### src/rtl/dcc_pkg.sv
package dcc_pkg;
    // Rail index for the complex sample pair
    typedef enum logic {
        RAIL_I = 1'b0,
        RAIL_Q = 1'b1
    } rail_e;

    localparam int unsigned NUM_RAILS = 2;
endpackage

### src/rtl/dcc_rail.sv
// One rail: leaky estimator of the DC bias plus subtract-and-clamp output stage.
module dcc_rail #(
    parameter int unsigned SAMPLE_W = 14,
    parameter int unsigned SHIFT    = 10
) (
    input  logic                clk,
    input  logic                rst,
    input  logic                en,
    input  logic                smp_valid,
    input  logic [SAMPLE_W-1:0] smp,
    output logic [SAMPLE_W-1:0] res
);
    localparam int unsigned ACC_W = SAMPLE_W + SHIFT;
    localparam int unsigned EXT_W = ACC_W + 1;
    localparam int unsigned SUB_W = SAMPLE_W + 1;

    typedef struct packed {
        logic signed [ACC_W-1:0]    acc;
        logic        [SAMPLE_W-1:0] res;
    } rail_st_t;

    rail_st_t st_d, st_q;

    logic signed [EXT_W-1:0] x_scaled;
    logic signed [EXT_W-1:0] acc_ext;
    logic signed [EXT_W-1:0] err;
    logic signed [EXT_W-1:0] step;
    logic signed [EXT_W-1:0] acc_sum;
    logic signed [ACC_W-1:0] est_full;
    logic signed [SUB_W-1:0] est;
    logic signed [SUB_W-1:0] x_wide;
    logic signed [SUB_W-1:0] diff;
    logic        [SAMPLE_W-1:0] clamped;

    always_comb begin
        st_d = st_q;

        // Estimator update: acc += (x*2^SHIFT - acc) >>> SHIFT
        x_scaled = $signed({smp[SAMPLE_W-1], smp, {SHIFT{1'b0}}});
        acc_ext  = $signed({st_q.acc[ACC_W-1], st_q.acc});
        err      = x_scaled - acc_ext;
        step     = err >>> SHIFT;
        acc_sum  = acc_ext + step;

        // Integer part of the current estimate
        est_full = st_q.acc >>> SHIFT;
        est      = est_full[SUB_W-1:0];
        x_wide   = $signed({smp[SAMPLE_W-1], smp});
        diff     = x_wide - est;

        // Clamp to the signed SAMPLE_W range when the two top bits disagree
        if (diff[SUB_W-1] != diff[SUB_W-2]) begin
            clamped = {diff[SUB_W-1], {(SAMPLE_W-1){~diff[SUB_W-1]}}};
        end else begin
            clamped = diff[SAMPLE_W-1:0];
        end

        if (smp_valid) begin
            st_d.acc = acc_sum[ACC_W-1:0];
            st_d.res = en ? clamped : smp;
        end
    end

    always_ff @(posedge clk) begin
        if (rst) begin
            st_q <= '0;
        end else begin
            st_q <= st_d;
        end
    end

    assign res = st_q.res;
endmodule

### src/rtl/dc_offset_canceller.sv
// Complex DC offset canceller: one independent estimator per rail.
module dc_offset_canceller #(
    parameter int unsigned SAMPLE_W = 14,
    parameter int unsigned SHIFT    = 10
) (
    input  logic                clk,
    input  logic                rst,
    input  logic                en,
    input  logic                in_valid,
    input  logic [SAMPLE_W-1:0] in_i,
    input  logic [SAMPLE_W-1:0] in_q,
    output logic                out_valid,
    output logic [SAMPLE_W-1:0] out_i,
    output logic [SAMPLE_W-1:0] out_q
);
    import dcc_pkg::*;

    logic [SAMPLE_W-1:0] rail_in  [NUM_RAILS];
    logic [SAMPLE_W-1:0] rail_out [NUM_RAILS];

    assign rail_in[RAIL_I] = in_i;
    assign rail_in[RAIL_Q] = in_q;

    for (genvar r = 0; r < NUM_RAILS; r++) begin : g_rail
        dcc_rail #(
            .SAMPLE_W (SAMPLE_W),
            .SHIFT    (SHIFT)
        ) u_rail (
            .clk       (clk),
            .rst       (rst),
            .en        (en),
            .smp_valid (in_valid),
            .smp       (rail_in[r]),
            .res       (rail_out[r])
        );
    end

    logic vld_d, vld_q;

    always_comb begin
        vld_d = in_valid;
    end

    always_ff @(posedge clk) begin
        if (rst) begin
            vld_q <= 1'b0;
        end else begin
            vld_q <= vld_d;
        end
    end

    assign out_valid = vld_q;
    assign out_i     = rail_out[RAIL_I];
    assign out_q     = rail_out[RAIL_Q];
endmodule

### config.mk
export PLATFORM = sky130hd
export DESIGN_NAME = dc_offset_canceller
export DESIGN_NICKNAME = d
export VERILOG_FILES = /design/src/rtl/dcc_pkg.sv /design/src/rtl/dcc_rail.sv /design/src/rtl/dc_offset_canceller.sv
export SDC_FILE = /design/constraint.sdc
export NUM_CORES = 1
export LEC_CHECK = 0
export BUFFER_PORTS_ARGS = -buffer_cell sky130_fd_sc_hd__buf_2
export CAP_MARGIN = 20
export CORE_ASPECT_RATIO = 1.4
export CORE_UTILIZATION = 36
export DETAILED_ROUTE_END_ITERATION = 6
export GPL_ROUTABILITY_DRIVEN = 0
export HOLD_SLACK_MARGIN = 0.08
export SLEW_MARGIN = 10
export SYNTH_ARGS = -nofsm -noshare
export SYNTH_HDL_FRONTEND = slang
export SYNTH_HIERARCHICAL = 1
export SYNTH_SLANG_ARGS = --single-unit
### constraint.sdc
create_clock -name clk -period 4.6 [get_ports clk]
set_clock_uncertainty 0.05 [all_clocks]
set_input_delay 0.46 -clock clk [delete_from_list [all_inputs] [get_ports clk]]
set_output_delay 0.46 -clock clk [all_outputs]
set_load 0.05 [all_outputs]
==> results.md <==
- The register-to-register path setup slack is roughly 0.36 ns.
- The initial core utilization is a little under two fifths.
- The antenna diode count is 0.
- The most critical setup path has its endpoint at g_rail[0].u_rail/acc_ext[19].
- In this run the vertical extent of the chip is about 180 µm.
- Dividing the final minimum period by the clock period gives between 90% and 100%.
- STA puts the critical path data required time at ~4.8 ns.
- Yosys mapped a number of flops with a built-in enable equal to 0.
- Summed over all nets, the switching power comes to around 3.7 mW.
- The number of buffers inserted during clock tree synthesis is 9.
- The timing startpoint of the critical path is g_rail[0].u_rail/acc_ext[14].
- The worst register-to-register path has a depth of 18.
- The final layout contains routed wiring with a total length of between 20 and 25 mm.
- The final number of hold-violating endpoints was 0.
- The worst min-delay path category is in -> reg.
- The flow ran to the end, and the final reports show no timing, DRC or antenna violations.
- From synthesis to final layout, the design area changed by 12.8%.
- TritonCTS built the clock tree.
- In this run the worst path has a maximum fanout of 9.
- Net switching is a little over 50% of the power.
- The floorplan step defined a die boundary enclosing 0.0233 mm².
- For the pin with the worst max-slew slack, the measured transition is ~0.96 ns.
- The total setup violations reported at the end of the flow is 0.
- For the worst-skew pair, the clock arrives at the later sink with an insertion delay of approximately 0.35 ns.
- dfxtp_1 takes more of the synthesized area than any other cell.
- The maximum clock insertion buffer count is 2.
- After routing the design area is 0.00922 mm².
- The tree is rooted in a clkbuf_16.
- The most common flop cell mapped by yosys is dfxtp_1.
- The worst IR drop on VDD is between 0.2 and 0.3 mV.
- By count the netlist is led by 91 x a21oi_1, 84 x ha_1, 77 x dfxtp_1, 76 x nor2_1, 66 x nand2_1.
- The post-CTS setup-driven buffer insertion count is 0.
- The fraction of layout cells with a size suffix above 1 is between 10 and 15%.
- The number of pins with negative max-slew slack in the final report is 0.
- The placed instances occupy a cell area of between 0.008 and 0.009 mm².
- After layout, the minimum clock period comes to around 4.2 ns.
- The count of non-filler cells in the finished layout is 1396.
- Counting tap cells, the placed design contains a total of 1382 instances.
- For this run, design rule violations remaining after detail routing come to 0.
- The clock-pin slew reported for the worst setup and hold paths after clock tree synthesis is around 0.060 ns.
- The first-pass GRT wire length is 39.0 mm.
- The combined area of all synthesized cells is ~0.008 mm².
- The clock network is responsible for a little over a tenth of the overall power.
- For this run, asynchronously set or reset flops after synthesis account for 0%.
- The capturing point of the worst reg2reg path is g_rail[0].u_rail/acc_ext[19].
- The aggregate global routing overflow is 0.
- The combinational power share is 75.0%.
- The category of the most critical setup path is reg -> reg.
- The total negative setup slack is 0 ns.
- The count of clock tree sinks is 77.
- The number of rows in the core area is 64.
- The count of nets left with antenna violations once routing finished came out at 0.
- Counting flops and latches in the post-synthesis netlist gives 77.
- The share of power burned in registers is around 14%.
- The total power divided by cell area is about 790 mW/mm².
- The worst slew margin relative to its limit is a little over a third.
- The maximum operating frequency is between 0.2 and 0.25 GHz.
- The internal power of the cells is approximately 3.6 mW.
- a21oi_1 is the most common cell in the netlist.
- Setup repair after global routing left no endpoint under its margin.
- After the last flow step, the layout net total stands at 1216.
- The first detailed-routing pass took 5 iterations.
- The number of synthesis warnings is 6.
- The worst register-to-register path begins at g_rail[0].u_rail/acc_ext[14].
- The via count is around 8000.
- In the global route stage, overall resource usage came out at a little over a fifth.
- The number of DRC markers after the initial detailed-route iteration is approximately 540.
- Summing the sequential cell areas from Yosys gives around a fifth of the chip area.
- In this run the static leakage power is a little under 4 nW.
- When the netlist entered floorplanning its net count stood at 1163.
- Input and output buffers added on the ports amount to 60.
- Detailed placement ended at an HPWL of slightly below 20 mm.
- The post-route total power is 7.28 mW.
- The worst setup path is captured at a flip-flop.
- After synthesis, the cell types taking the most area are dfxtp_1 19%, ha_1 13%, a21oi_1 5.6%.
- Before CTS, the worst setup slack after placement is 0.141 ns.
- The startpoint of the lowest-slack hold path is in_q[9].
- The number of antenna violations at the first check in global routing is 0.
- The die width is ~130 µm.
- The critical path launch point type is a flip-flop.
- The average size of a mapped cell is 7.84 µm².
- Of the post-synthesis cell area, the dominant cell type holds between 10% and 20%.
- The worst-case setup margin in the final layout is ~0.36 ns.
- The top-level port count is roughly 60.
- The via density per instance is around 5.7.
- The number of H-tree levels is 3.
- The area of the core region is roughly 0.022 mm².
- The post-synthesis cell count is between 1000 and 1500.
- Max-cap violations in this run came to 0.
- Measured on the finished design, the core utilization comes to a little over two fifths.
- The pin count of the biggest net entering global routing is 80.
- The number of global-route vias before repair came to roughly 7700.
- The data arrival time at the worst-slack endpoint is 4.40 ns.
- Across all hold checks on the routed design, the worst slack comes to about 0.37 ns.
- After synthesis, the netlist uses between 80 and 90 different library cells.
- In the final routed layout, each cell accounts on average for 17.9 µm.
## per-layer routing
| metal | vias to the layer above | track usage, % | part of all wire, % |
|---|---|---|---|
| li1 | 3931 | - | - |
| met3 | 93 | 2.85 | 4.1 |
| met2 | 242 | 37.8 | 50 |
| met5 | - | 0 | 0 |
| met1 | 3703 | 23.3 | 40 |
| met4 | 0 | 14.9 | 6.6 |
## final cells by class
cell class                 instances  area, µm²
timing repair buffer              98        616
clock inverter                     5       77.6
multi-input combinational        857       6190
tap                              297        372
sequential                        77       1540
fill                            2331      12900
clock buffer                       9        225
inverter                          53        199
## how the worst min path moves through the flow
stage | end | slack (ns) | depth (start not counted)
floorplan | g_rail[1].u_rail/acc_ext[22] | 0.39 | 2
global placement | g_rail[0].u_rail/res[11] | 0.40 | 2
detailed placement | g_rail[0].u_rail/res[11] | 0.41 | 2
CTS | g_rail[1].u_rail/res[9] | 0.36 | 3
global route | g_rail[1].u_rail/res[9] | 0.39 | 3
finish | g_rail[1].u_rail/res[9] | 0.37 | 3
## power groups by stage
| stage | combinational [mW] | clock, mW | sequential (mW) |
|---|---|---|---|
| 3_3_place_gp | 5.29 | 0 | 1.06 |
| 6_report | 5.46 | 0.775 | 1.05 |
| 5_1_grt | 6.00 | 0.818 | 1.07 |
| 2_1_floorplan | 3.97 | 0 | 1.16 |
| 3_5_place_dp | 5.31 | 0 | 1.06 |
| 4_1_cts | 5.36 | 0.798 | 1.05 |
## state kept, by name, summed over array words and instances (netlist names)
name,cells
out_valid,1
g_rail.u_rail/res,28
g_rail.u_rail/acc_ext,48
## repair_timing
action	4_1_cts	5_1_grt
setup endpoints to repair	0	5
endpoints found under the hold margin	0	0
hold buffers	0	0
resized for setup	0	8
## worst max-delay path, cell delays in order, from the launching register on
cell and delay (ns):
dfxtp_1 0.39, inv_1 0.11, ha_2 0.35, and2_1 0.25, a31o_2 0.26, a41o_1 0.24, nor2b_1 0.19, o21ai_0 0.13
xor2_1 0.17, ha_1 0.38, nand4_1 0.17, o22ai_1 0.11, a211oi_1 0.28, o31ai_2 0.16, buf_4 0.18, a211oi_2 0.27
o21ai_0 0.17, xnor2_1 0.16, o22ai_1 0.09
## layout by cell type (no fill, tap or decap), types with 19 or more instances in the layout
cell	instances
a21o_1	39
nand2b_1	28
nand2_1	66
inv_1	53
ha_1	81
o21ai_0	56
nor2_1	76
buf_2	58
xor2_1	31
nand3_1	19
xnor2_1	49
buf_4	38
o22ai_1	24
a21oi_1	91
dfxtp_1	77
nor2b_1	22
mux2i_1	31
## cell families (layout without fill, tap and decap cells)
group | count (synthesis) | after routing | share of synthesized area (%)
AOI/OAI and AO/OA | 342 | 342 | 28.5
xor gates and xnor gates | 80 | 80 | 8.57
adders and majority gates | 89 | 89 | 14.0
buffers and inverters | 109 | 165 | 5.88
DFF | 77 | 77 | 18.9
muxes | 34 | 34 | 4.24
and+or+nand+nor | 312 | 312 | 19.9
Power figures use the tool's default switching activity.
